File: src/rtl/bin_grader_pkg.sv
package bin_grader_pkg;

    typedef enum logic [1:0] {
        PH_IDLE   = 2'd0,
        PH_SETTLE = 2'd1,
        PH_MEAS   = 2'd2,
        PH_HOLD   = 2'd3
    } phase_e;

    typedef enum logic [1:0] {
        L4_EOT    = 2'd0,
        L4_EOT_N  = 2'd1,
        L4_BUSY   = 2'd2,
        L4_BUSY_N = 2'd3
    } l4_mode_e;

    typedef enum logic [1:0] {
        BIN_PASS = 2'd0,
        BIN_COMP = 2'd1,
        BIN_HI   = 2'd2,
        BIN_LO   = 2'd3
    } bin_e;

    // Compliance outranks high, high outranks low.
    function automatic bin_e rank_point(input logic comp, input logic hi, input logic lo);
        if (comp)    return BIN_COMP;
        else if (hi) return BIN_HI;
        else if (lo) return BIN_LO;
        else         return BIN_PASS;
    endfunction

    function automatic logic [2:0] pick_pattern(input bin_e b, input logic [2:0] p_pass,
                                                input logic [2:0] p_comp, input logic [2:0] p_hi,
                                                input logic [2:0] p_lo);
        case (b)
            BIN_COMP: return p_comp;
            BIN_HI:   return p_hi;
            BIN_LO:   return p_lo;
            default:  return p_pass;
        endcase
    endfunction

endpackage

File: src/rtl/bg_sot_detect.sv
module bg_sot_detect #(
    parameter int STAGES = 2
) (
    input  logic clk,
    input  logic rst_n,
    input  logic sot_i,
    input  logic rise_sel_i,
    output logic edge_o
);
    logic [STAGES-1:0] sync_d, sync_q;
    logic              prev_d, prev_q;

    always_comb begin
        sync_d = {sync_q[STAGES-2:0], sot_i};
        prev_d = sync_q[STAGES-1];
    end

    always_ff @(posedge clk or negedge rst_n) begin
        if (!rst_n) begin
            sync_q <= '0;
            prev_q <= 1'b0;
        end else begin
            sync_q <= sync_d;
            prev_q <= prev_d;
        end
    end

    assign edge_o = rise_sel_i ? (sync_q[STAGES-1] & ~prev_q)
                               : (~sync_q[STAGES-1] & prev_q);
endmodule

File: src/rtl/bg_rank.sv
module bg_rank
    import bin_grader_pkg::*;
(
    input  logic comp_i,
    input  logic hi_i,
    input  logic lo_i,
    output bin_e bin_o
);
    always_comb bin_o = rank_point(comp_i, hi_i, lo_i);
endmodule

File: src/rtl/bg_line_map.sv
module bg_line_map
    import bin_grader_pkg::*;
(
    input  phase_e     phase_i,
    input  logic       wide_i,
    input  logic [1:0] mode_i,
    input  logic       manual_i,
    input  logic [2:0] pat_i,
    output logic [3:0] lines_o
);
    logic busy, eot, l4;

    always_comb begin
        busy = (phase_i == PH_SETTLE) || (phase_i == PH_MEAS);
        eot  = (phase_i == PH_HOLD);
        if (wide_i) begin
            l4 = manual_i;
        end else begin
            case (l4_mode_e'(mode_i))
                L4_EOT:   l4 = eot;
                L4_EOT_N: l4 = ~eot;
                L4_BUSY:  l4 = busy;
                default:  l4 = ~busy;
            endcase
        end
        lines_o = {l4, eot ? pat_i : 3'b000};
    end
endmodule

File: src/rtl/bin_grader.sv
module bin_grader
    import bin_grader_pkg::*;
#(
    parameter int PT_W       = 8,
    parameter int SETTLE_CYC = 1000,
    parameter int HOLD_CYC   = 1000,
    parameter int SYNC_STG   = 2
) (
    input  logic            clk,
    input  logic            rst_n,
    input  logic            sot_i,
    input  logic            arm_rise_i,
    input  logic            wide_i,
    input  logic [1:0]      l4_mode_i,
    input  logic            l4_manual_i,
    input  logic            bin_immediate_i,
    input  logic [PT_W-1:0] npoints_i,
    input  logic [2:0]      pass_pat_i,
    input  logic [2:0]      comp_pat_i,
    input  logic [2:0]      hi_pat_i,
    input  logic [2:0]      lo_pat_i,
    input  logic            pt_valid_i,
    input  logic            comp_fail_i,
    input  logic            hi_fail_i,
    input  logic            lo_fail_i,
    output logic [3:0]      lines_o,
    output logic            meas_go_o
);
    localparam int MAX_CYC = (SETTLE_CYC > HOLD_CYC) ? SETTLE_CYC : HOLD_CYC;
    localparam int CNT_W   = $clog2(MAX_CYC + 1);
    localparam int CNT_PW  = PT_W + 1;

    typedef struct packed {
        phase_e             phase;
        logic [CNT_W-1:0]   cnt;
        logic [CNT_PW-1:0]  pts;
        bin_e               first;
        logic [2:0]         pat;
    } ctl_t;

    ctl_t ctl_d, ctl_q;

    logic              start_edge;
    bin_e              pt_bin;
    bin_e              first_next;
    logic [CNT_PW-1:0] target;
    logic              last_pt;

    bg_sot_detect #(.STAGES(SYNC_STG)) u_sot (
        .clk        (clk),
        .rst_n      (rst_n),
        .sot_i      (sot_i),
        .rise_sel_i (arm_rise_i),
        .edge_o     (start_edge)
    );

    bg_rank u_rank (
        .comp_i (comp_fail_i),
        .hi_i   (hi_fail_i),
        .lo_i   (lo_fail_i),
        .bin_o  (pt_bin)
    );

    always_comb begin
        target     = (npoints_i == '0) ? CNT_PW'(1) : {1'b0, npoints_i};
        last_pt    = (ctl_q.pts + CNT_PW'(1)) >= target;
        first_next = (ctl_q.first == BIN_PASS) ? pt_bin : ctl_q.first;

        ctl_d = ctl_q;
        case (ctl_q.phase)
            PH_IDLE: begin
                if (start_edge) begin
                    ctl_d.phase = PH_SETTLE;
                    ctl_d.cnt   = '0;
                    ctl_d.pts   = '0;
                    ctl_d.first = BIN_PASS;
                end
            end
            PH_SETTLE: begin
                if (ctl_q.cnt == CNT_W'(SETTLE_CYC - 1)) begin
                    ctl_d.phase = PH_MEAS;
                    ctl_d.cnt   = '0;
                end else begin
                    ctl_d.cnt = ctl_q.cnt + CNT_W'(1);
                end
            end
            PH_MEAS: begin
                if (pt_valid_i) begin
                    ctl_d.pts   = ctl_q.pts + CNT_PW'(1);
                    ctl_d.first = first_next;
                    if (last_pt || (bin_immediate_i && (pt_bin != BIN_PASS))) begin
                        ctl_d.phase = PH_HOLD;
                        ctl_d.cnt   = '0;
                        ctl_d.pat   = pick_pattern(first_next, pass_pat_i, comp_pat_i,
                                                   hi_pat_i, lo_pat_i);
                    end
                end
            end
            default: begin
                if (ctl_q.cnt == CNT_W'(HOLD_CYC - 1)) begin
                    ctl_d.phase = PH_IDLE;
                    ctl_d.cnt   = '0;
                    ctl_d.pat   = '0;
                end else begin
                    ctl_d.cnt = ctl_q.cnt + CNT_W'(1);
                end
            end
        endcase
    end

    always_ff @(posedge clk or negedge rst_n) begin
        if (!rst_n) begin
            ctl_q <= '{phase: PH_IDLE, cnt: '0, pts: '0, first: BIN_PASS, pat: '0};
        end else begin
            ctl_q <= ctl_d;
        end
    end

    bg_line_map u_map (
        .phase_i  (ctl_q.phase),
        .wide_i   (wide_i),
        .mode_i   (l4_mode_i),
        .manual_i (l4_manual_i),
        .pat_i    (ctl_q.pat),
        .lines_o  (lines_o)
    );

    assign meas_go_o = (ctl_q.phase == PH_MEAS);
endmodule

File: config.mk
export PLATFORM = sky130hd
export DESIGN_NAME = bin_grader
export DESIGN_NICKNAME = d
export VERILOG_FILES = /design/src/rtl/bin_grader_pkg.sv /design/src/rtl/bg_sot_detect.sv /design/src/rtl/bg_rank.sv /design/src/rtl/bg_line_map.sv /design/src/rtl/bin_grader.sv
export SDC_FILE = /design/constraint.sdc
export NUM_CORES = 1
export LEC_CHECK = 0
export BUFFER_PORTS_ARGS = -buffer_cell sky130_fd_sc_hd__buf_4
export CORE_MARGIN = 4
export CORE_UTILIZATION = 51
export CTS_CLUSTER_DIAMETER = 150
export DETAILED_ROUTE_END_ITERATION = 12
export PLACE_DENSITY = 0.74
export SYNTH_ARGS = -nofsm -noshare
export SYNTH_HDL_FRONTEND = slang
export SYNTH_HIERARCHICAL = 1
export SYNTH_SLANG_ARGS = --single-unit
File: constraint.sdc
create_clock -name clk -period 3.7 [get_ports clk]
set_input_delay 0.925 -clock clk [delete_from_list [all_inputs] [get_ports clk]]
set_output_delay 0.925 -clock clk [all_outputs]
set_load 0.01 [all_outputs]
Word-level counts from Yosys, hierarchy flattened
Cells that the tools add are included.
W data, S select, Z words.
Word-level totals
  flip-flop bits (word level): 29
  bits of input ports: 33
  output and inout bits: 5
Cells by class
  add/subtract/negate cells: 2
  magnitude comparators: 1
  equal/unequal tests: 13
  multiplexer cells: 21
  bitwise logic cells: 7
  reductions and logical operators: 16
Operators with widths (number)
  $pmux W12 S3: 1
  $mux W26: 1
  $mux W23: 1
  $pmux W11 S2: 1
  $mux W12: 1
  $mux W2: 6
  $add A10 B1 Y10 const B: 1
  $eq A10 B10 Y1 const B: 1
  $eq A2 B2 Y1 const B: 5
  $mux W10: 1
  $add A9 B1 Y9 const B: 1
  $ge A9 B8 Y1: 1
  $mux W3: 3
  $pmux W3 S3: 1
  $logic_not A8 Y1: 1
  $mux W8: 1
  $eq A2 B1 Y1 const B: 3
  $logic_not A2 Y1: 3
  $ne A2 B2 Y1 const B: 3
  $pmux W3 S2: 1
  $reduce_and A3 Y1: 2
  $reduce_bool A2 Y1: 3
  $not A1 Y1: 5
  $reduce_and A5 Y1: 1
  other kinds (9): 12

Longest topological paths before layout
Gate-level depths: netlist of the first run.
  word-level depth: 9
  mapped depth: 12
  depth with buffers taken out: 11

Cells and area by module
Netlist of the first run, hierarchy kept.
Modules (own cells, without submodules)
  bin_grader: times used 1, cells an instance 209, area each 1928.1 sq um, seq. area each 650.6 sq um
  bg_sot_detect: times used 1, cells an instance 6, area each 97.6 sq um, seq. area each 75.1 sq um
  bg_line_map: times used 1, cells an instance 9, area each 66.3 sq um, seq. area each 0.0 sq um
  bg_rank: times used 1, cells an instance 4, area each 18.8 sq um, seq. area each 0.0 sq um

Least setup slack after synthesis of the first run
No wires, ideal clock.
  path type: register -> register
  start: register ctl_q[5] in the netlist's numbering
  end: register ctl_q[25] in the netlist's numbering
  setup time: 0.125 ns
  arrival: 2.697 ns
  required time: 3.575 ns
  path slack: 0.878 ns
  cell stages (with the launch flop): 13
  buffers on the path: 1
  period minus slack after synthesis: 2.822 ns
  cell sequence: dfrtp_1 ha_1 nand3_1 nor2_1 nand2_1 xnor2_1 ha_1 and3_1 a2111oi_2 and4_4 buf_4 a21oi_1 mux2_2
Between the ends
  cells in the longest elaborated chain, start to end: 5
RTL lines
  start: declaration: RTL line bin_grader.sv:41  | ctl_t ctl_d, ctl_q;
  start signal: assignment: RTL line bin_grader.sv:113  | ctl_q <= '{phase: PH_IDLE, cnt: '0, pts: '0, first: BIN_PASS, pat: '0};
  start signal: assignment: RTL line bin_grader.sv:115  | ctl_q <= ctl_d;
  $add A9 B1 Y9: RTL line bin_grader.sv:66  | last_pt = (ctl_q.pts + CNT_PW'(1)) >= target;
  $ge A9 B8 Y1: RTL line bin_grader.sv:66
  $logic_or A1 B1 Y1: RTL line bin_grader.sv:91  | if (last_pt || (bin_immediate_i && (pt_bin != BIN_PASS))) begin
  $ne A2 B1 Y1 (no source line)
  $reduce_and A5 Y1 (no source line)
No other way between the ends.
A chain may end at the register's enable or synchronous reset.

Worst setup path after layout of the first run
Ends and elaborated chain as after synthesis.

==> summary.txt, run 1 <==
Outcome
  – Status: complete, no violations

Die
  – Starting Density: 52.8%
  – Die X: 72.3 um
  – Top Ports: 38
  – Cell row count: 23
  – Die height: 72.3 um
  – Die ar.: 5230 sq um
  – Core ar.: 4000 sq um

Power
  – P_int: 646 uW
  – Gate power share: 26.7%
  – Design Power: 941 uW
  – Switching power total: 295 uW
  – Max IR drop VDD: 0.214 mV
  – Switching share of power: 31.4%
  – Power per cell area: 376 nW/um^2
  – Clk pwr share: 27.4%
  – Part of the power in registers: 45.8%
  – Leakage power: 1.19 nW

Setup path
  – Startpoint types: flip-flop
  – Critical-path maximum fanout: 11
  – CP endpoint kind: flip-flop
  – Arrival time worst endpoint: 3140 ps
  – Slowest cell delay on critical path: 420 ps
  – CP Buf/Inv Count: 0
  – Slowest CP cell: dfrtp_1
  – Crit Path Class: flip-flop to flip-flop
  – CP delay by family, top: simple AND/OR/NAND/NOR gates
  – Cell chain of the critical path: ha_1, nand3_1, nor2_1, nand2_1, xnor2_1, ha_1, and3_1, a2111oi_2, and4_4, a21oi_1, mux2_2
  – Critical Path RT: 3860 ps
  – Most common cell on crit path: ha_1

Global route
  – Vias in the first global route: 1,824
  – Gr ovfl total: 0
  – Largest net degree at the start of global routing: 30
  – Antenna violations before repair: 0
  – Tot GR Track Use: 19.8%
  – First-pass GRT wire length: 8190 um

CTS
  – CTS Buf Count: 5
  – Post-CTS Setup Repair Bufs: 0
  – CTS root buffer: clkbuf_8
  – Skew-Pair Late Insertion Delay: 270 ps
  – Clock sink count: 29
  – Post-CTS Hold Buffers: 0
  – CTS tree: built
  – Clk slew on worst S/H paths: 60 ps
  – H-tree levels: 2
  – Longest Clk Path Bufs: 2
  – CTS resizes: 0

Logic synthesis
  – Dominant cell type by area after synthesis: dfrtp_1
  – Cell count after synthesis: 228
  – Top cell type's share of synthesized area: 34.4%
  – EDFF count, synth: 0
  – Synth area leaders: dfrtp_1, ha_1, o21ai_0
  – Synth cell types: 53
  – Syn. warnings: 6
  – Ys async rst share: 100%
  – Register area share after synthesis: 34.4%
  – FF+latch count, synth: 29
  – Avg Synthesized Cell Area: 9.26 sq um
  – Synth Cell Area: 2110 sq um
  – Main flop type after synthesis: dfrtp_1
  – Syn nets: 276

Place
  – PortBufs: 37
  – Final GP Congestion: 0.835
  – Post-DP HPWL: 3540 um

Drt
  – Number of vias per cell: 5.69
  – Routed len/inst: 14.4 um
  – DR vias: 1,791
  – Initial DRC count: 105
  – 1st-pass router iterations: 4
  – Routed Antenna Nets: 0
  – Final WL: 4550 um
  – Drc violations: 0

STA
  – Final setup TNS: 0 ps
  – Rel. slew slack: 18.9%
  – FMAX: 336 MHz
  – Measured slew at the worst slew-check pin: 1200 ps
  – Clock skew: 8.67 ps
  – Period utilization: 80.5%
  – Slew Limit Fails: 0
  – Hold_ws: 354 ps
  – Setup violators final: 0
  – Final Hold Fails: 0
  – RSZ-0062 raised after global routing: no
  – Period minus WS final: 2980 ps

Finish
  – Fillers: 353
  – Layout cells sized above 1: 21.9%
  – Most frequent cells in the layout: buf_4, dfrtp_1, inv_1
  – Fin nets: 313
  – Commonest non-fill, non-tap cell in the layout: buf_4
  – Ant diodes: 0
  – Syn-to-layout area delta: 18.6%

Hold path
  – HP Class: flip-flop to flip-flop

Job
  – Max-cap violation count: 0
[power by group through the flow]
stage	registers (mW)	logic (mW)	clock network, mW
after floorplan	0.419	0.182	0
after global placement	0.434	0.245	0
after detailed placement	0.435	0.253	0
after CTS	0.430	0.254	0.264
after global routing	0.439	0.291	0.282
final	0.431	0.252	0.258
[metal layers]
| layer | track usage [%] | routed length [um] | up-vias |
|---|---|---|---|
| met4 | 5.64 | 40 | 0 |
| li1 | - | - | 911 |
| met1 | 26.1 | 2010 | 831 |
| met5 | 0 | 0 | - |
| met3 | 4.85 | 194 | 6 |
| met2 | 32.3 | 2310 | 43 |
[path summary, 6_finish.rpt]
check	from	endpoint	slack, ps	cells past startpoint
setup / recovery	ctl_q[5]$_DFFE_PN0P_	ctl_q[25]$_DFFE_PN0P_	720	11
hold / removal	u_sot/sync_q[0]$_DFF_PN0_	u_sot/sync_q[1]$_DFF_PN0_	350	0
setup reg to reg	ctl_q[5]$_DFFE_PN0P_	ctl_q[25]$_DFFE_PN0P_	720	11
hold reg to reg	u_sot/sync_q[0]$_DFF_PN0_	u_sot/sync_q[1]$_DFF_PN0_	350	0
max in group asynchronous	rst_n	ctl_q[6]$_DFFE_PN0P_	2840	1
min in group asynchronous	rst_n	ctl_q[15]$_DFFE_PN0P_	570	1
[cell usage after synthesis (3+ instances only)]
cell type / n
nand4_1: 5
nand2_1: 15
clkbuf_1: 3
mux4_2: 3
ha_1: 15
and2_1: 4
nor2_1: 11
a22o_1: 5
o22ai_1: 4
a21oi_1: 8
mux2i_1: 4
nand2b_1: 3
xnor2_1: 5
o21ai_0: 19
inv_1: 24
mux2_2: 3
nand3_1: 10
o31ai_1: 3
o21a_1: 3
and3_1: 8
dfrtp_1: 29
a21o_1: 4
[registers in the layout (all words and copies together) (netlist names)]
| signal | count |
|---|---|
| u_sot/sync_q | 2 |
| ctl_q | 26 |
| u_sot/prev_q | 1 |
[logic make-up after synthesis]
kind of cell / count (synthesis) / share of synthesized area (%)
AOI/OAI and AO/OA: 66 / 23.1
xor gates and xnor gates: 7 / 2.90
adders and majority gates: 15 / 8.89
buffers and inverters: 32 / 6.22
DFF: 29 / 34.4
muxes: 10 / 6.70
and+or+nand+nor: 69 / 17.8
[metrics by stage]
| stage | instance area, sq um | setup slack [ps] | utilization (%) | instances |
|---|---|---|---|---|
| after floorplan | 2110 | 878 | - | 228 |
| after global placement | 2420 | 770 | 60.4 | 308 |
| after detailed placement | 2420 | 750 | 60.4 | 308 |
| after CTS | 2500 | 716 | 62.6 | 315 |
| after global routing | 2500 | 315 | 62.6 | 315 |
| final | 2500 | 720 | 62.6 | 315 |
[final cells by class]
cell class              count  area [sq um]  area share, %
inverters                  24          90.1           3.60
multi-input cells         167          1250           50.1
flip-flops and latches     29           726           29.0
repair buffers             38           285           11.4
clock buffers               7          86.3           3.45
well taps                  50          62.6           2.50
No activity file was read; power rests on OpenSTA's default activity.
==> run 2: changes to the inputs <==
--- a/config.mk
+++ b/config.mk
@@ -7,10 +7,10 @@
 export LEC_CHECK = 0
 export BUFFER_PORTS_ARGS = -buffer_cell sky130_fd_sc_hd__buf_4
 export CORE_MARGIN = 4
-export CORE_UTILIZATION = 51
+export CORE_UTILIZATION = 50
 export CTS_CLUSTER_DIAMETER = 150
 export DETAILED_ROUTE_END_ITERATION = 12
-export PLACE_DENSITY = 0.74
+export PLACE_DENSITY = 0.76
 export SYNTH_ARGS = -nofsm -noshare
 export SYNTH_HDL_FRONTEND = slang
 export SYNTH_HIERARCHICAL = 1
==> constraint.sdc (replaced) <==
create_clock -name clk -period 2.7 [get_ports clk]
set_input_delay 0.675 -clock clk [delete_from_list [all_inputs] [get_ports clk]]
set_output_delay 0.675 -clock clk [all_outputs]
set_load 0.01 [all_outputs]
==> summary.txt, run 2 (same netlist as run 1, synthesis figures left out) <==
Drt
  – Initial DRC count: 171 (+63%)
  – Routed Antenna Nets: 0 (unchanged)
  – 1st-pass router iterations: 4 (unchanged)
  – Final WL: 5570 um (+22%)
  – DR vias: 1,998 (+12%)
  – Drc violations: 0 (unchanged)
  – Number of vias per cell: 5.79 (+1.9%)
  – Routed len/inst: 16.1 um (+12%)

Die
  – Core ar.: 4030 sq um (+0.72%)
  – Cell row count: 23 (unchanged)
  – Starting Density: 52.4% (-0.38 points)
  – Die height: 73.0 um (+0.88%)
  – Die X: 73.0 um (+0.88%)
  – Top Ports: 38 (unchanged)
  – Die ar.: 5330 sq um (+1.8%)

Finish
  – Biggest registers after layout: ctl_q x26, u_sot/sync_q x2, u_sot/prev_q x1
  – Layout cells sized above 1: 35.3% (+13 points)
  – Ant diodes: 0 (unchanged)
  – Most frequent cells in the layout: buf_4, dfrtp_1, inv_1
  – Fin nets: 342 (+9.3%)
  – Multi-input gate area in the final layout: 1400 sq um (+11%)
  – FF/Latch Area: 727 sq um (+0.17%)
  – Commonest non-fill, non-tap cell in the layout: buf_4
  – Final non-filler cell total: 345 (+9.5%)
  – Syn-to-layout area delta: 36.3%
  – Fillers: 317 (-10%)
  – Max reg flops: 26 (unchanged)
  – Top reg by flops: ctl_q

STA
  – Slew Limit Fails: 0 (unchanged)
  – Rel. slew slack: 49.6% (+31 points)
  – Period utilization: 102% (+21 points)
  – Period minus WS final: 2750 ps (-226 ps)
  – Hold_ws: 305 ps (-49.0 ps)
  – Clock skew: 4.26 ps (-4.41 ps)
  – FMAX: 363 MHz (+8.2%)
  – Setup WS post-layout: -53.8 ps (-774 ps)
  – Setup violators final: 9 (+9)
  – RSZ-0062 raised after global routing: yes
  – Measured slew at the worst slew-check pin: 749 ps (-455 ps)
  – Final Hold Fails: 0 (unchanged)

Global route
  – Gr ovfl total: 0 (unchanged)
  – Vias in the first global route: 1,855 (+1.7%)
  – Antenna violations before repair: 0 (unchanged)
  – First-pass GRT wire length: 9020 um (+10%)
  – Largest net degree at the start of global routing: 30 (unchanged)
  – Tot GR Track Use: 22.0% (+2.2 points)

Outcome
  – Failing checks: setup timing
  – Status: finished with violations

Job
  – Max-cap violation count: 0 (unchanged)

Setup path
  – Startpoint types: flip-flop
  – Slowest cell delay on critical path: 420 ps (about the same)
  – Arrival time worst endpoint: 2920 ps (-220 ps)
  – Critical Path RT: 2870 ps (-990 ps)
  – Slowest CP cell: dfrtp_1
  – Crit Path Class: flip-flop to flip-flop
  – Critical-path maximum fanout: 7 (-4)
  – FF-to-FF End: ctl_q[14]$_DFFE_PN0P_
  – Worst R2R Start: ctl_q[5]$_DFFE_PN0P_
  – Cell chain of the critical path: ha_4, nand3_4, nor2_4, nand2_2, xnor2_2, ha_1, and3_4, a2111oi_4, and4_4, a21oi_4, mux2_4
  – R2r setup slk: -50 ps (-770 ps)
  – Reg2reg path depth: 11 (unchanged)
  – CP endpoint kind: flip-flop

CTS
  – CTS root buffer: clkbuf_8
  – Clock sink count: 29 (unchanged)
  – Post-CTS Hold Buffers: 0 (unchanged)
  – H-tree levels: 2 (unchanged)
  – Longest Clk Path Bufs: 2 (unchanged)
  – Skew-Pair Late Insertion Delay: 280 ps (about the same)
  – Clk slew on worst S/H paths: 70 ps (about the same)
  – CTS tree: built
  – CTS Buf Count: 5 (unchanged)

Power
  – Power per cell area: 457 nW/um^2 (+22%)
  – Max IR drop VDD: 0.234 mV (+9.8%)
  – Design Power: 1.32 mW (+40%)
  – Leakage power: 1.36 nW (+15%)

Place
  – Final GP Congestion: 0.870 (+4.2%)
  – Dpl cells: 327 (+6.2%)
  – Post-DP HPWL: 4090 um (+15%)
  – PortBufs: 37 (unchanged)
  – Pre-CTS WS: -72.4 ps (-822 ps)

Hold path
  – HP Class: input pin to asynchronous set/reset pin
==> run 2: cell count changes in the layout (fill, tap and decap cells not counted), sizes merged <==
cell	change
clkinv	+2
clkinvlp	+1
buf	+29
clkbuf	-2
==> run 2: worst max-delay path by stage <==
stage,startpoint,to,slack (ps),cells after the start
global placement,ctl_q[5]$_DFFE_PN0P_,ctl_q[14]$_DFFE_PN0P_,-10,10
finish,ctl_q[5]$_DFFE_PN0P_,ctl_q[14]$_DFFE_PN0P_,-50,11
detailed placement,ctl_q[5]$_DFFE_PN0P_,ctl_q[14]$_DFFE_PN0P_,-70,11
floorplan,ctl_q[5]$_DFFE_PN0P_,ctl_q[14]$_DFFE_PN0P_,-30,11
CTS,ctl_q[6]$_DFFE_PN0P_,ctl_q[14]$_DFFE_PN0P_,7,10
global route,ctl_q[5]$_DFFE_PN0P_,ctl_q[2]$_DFFE_PN0P_,-180,12
==> run 2: power breakdown <==
group          internal (mW)  total (mW)  switching, mW  leakage [nW]
combinational          0.189       0.371          0.182         0.962
clock                  0.177       0.351          0.174        0.0439
sequential             0.508       0.594         0.0854         0.356
total                  0.875        1.32          0.441          1.36
==> run 2: routing by layer <==
layer	up-vias	part of all wire [%]	wire (um)	global-route usage [%]
li1	963	-	-	-
met1	979	43	2420	29.1
met2	48	52	2880	36.2
met3	8	3.8	214	4.96
met4	0	0.86	48	6.35
met5	-	0	0	0
==> run 2: cell type report <==
type	count	area share [%]
Timing Repair Buffer	67	17.9
Inverter	24	3.13
Clock buffer	5	2.39
Multi-Input combinational cell	167	48.5
Tap cell	50	2.17
Clock inverter	3	0.609
Sequential cell	29	25.3
==> run 2: critical path: cells and delay by family (launching register included) <==
family	cells	cell delay (ps)
xor+xnor	1	160
simple gates	5	870
flops	1	420
compound gates	2	390
fa+ha+maj	2	500
mux	1	290
==> run 2: repair_timing <==
item | CTS | global route
gates resized for setup | 9 | 9
endpoints found under the setup margin | 12 | 15
pin swaps | 8 | 15
buffers inserted | 3 | 7
==> run 2: stage by stage <==
stage | instance area, sq um | util [%] | TNS, ps
after global placement | 2610 | 64.8 | -14.0
after floorplan | 2170 | - | -45.0
after CTS | 2780 | 69.0 | 0
final | 2880 | 71.4 | -180
after global routing | 2880 | 71.4 | -1990
after detailed placement | 2610 | 64.8 | -358
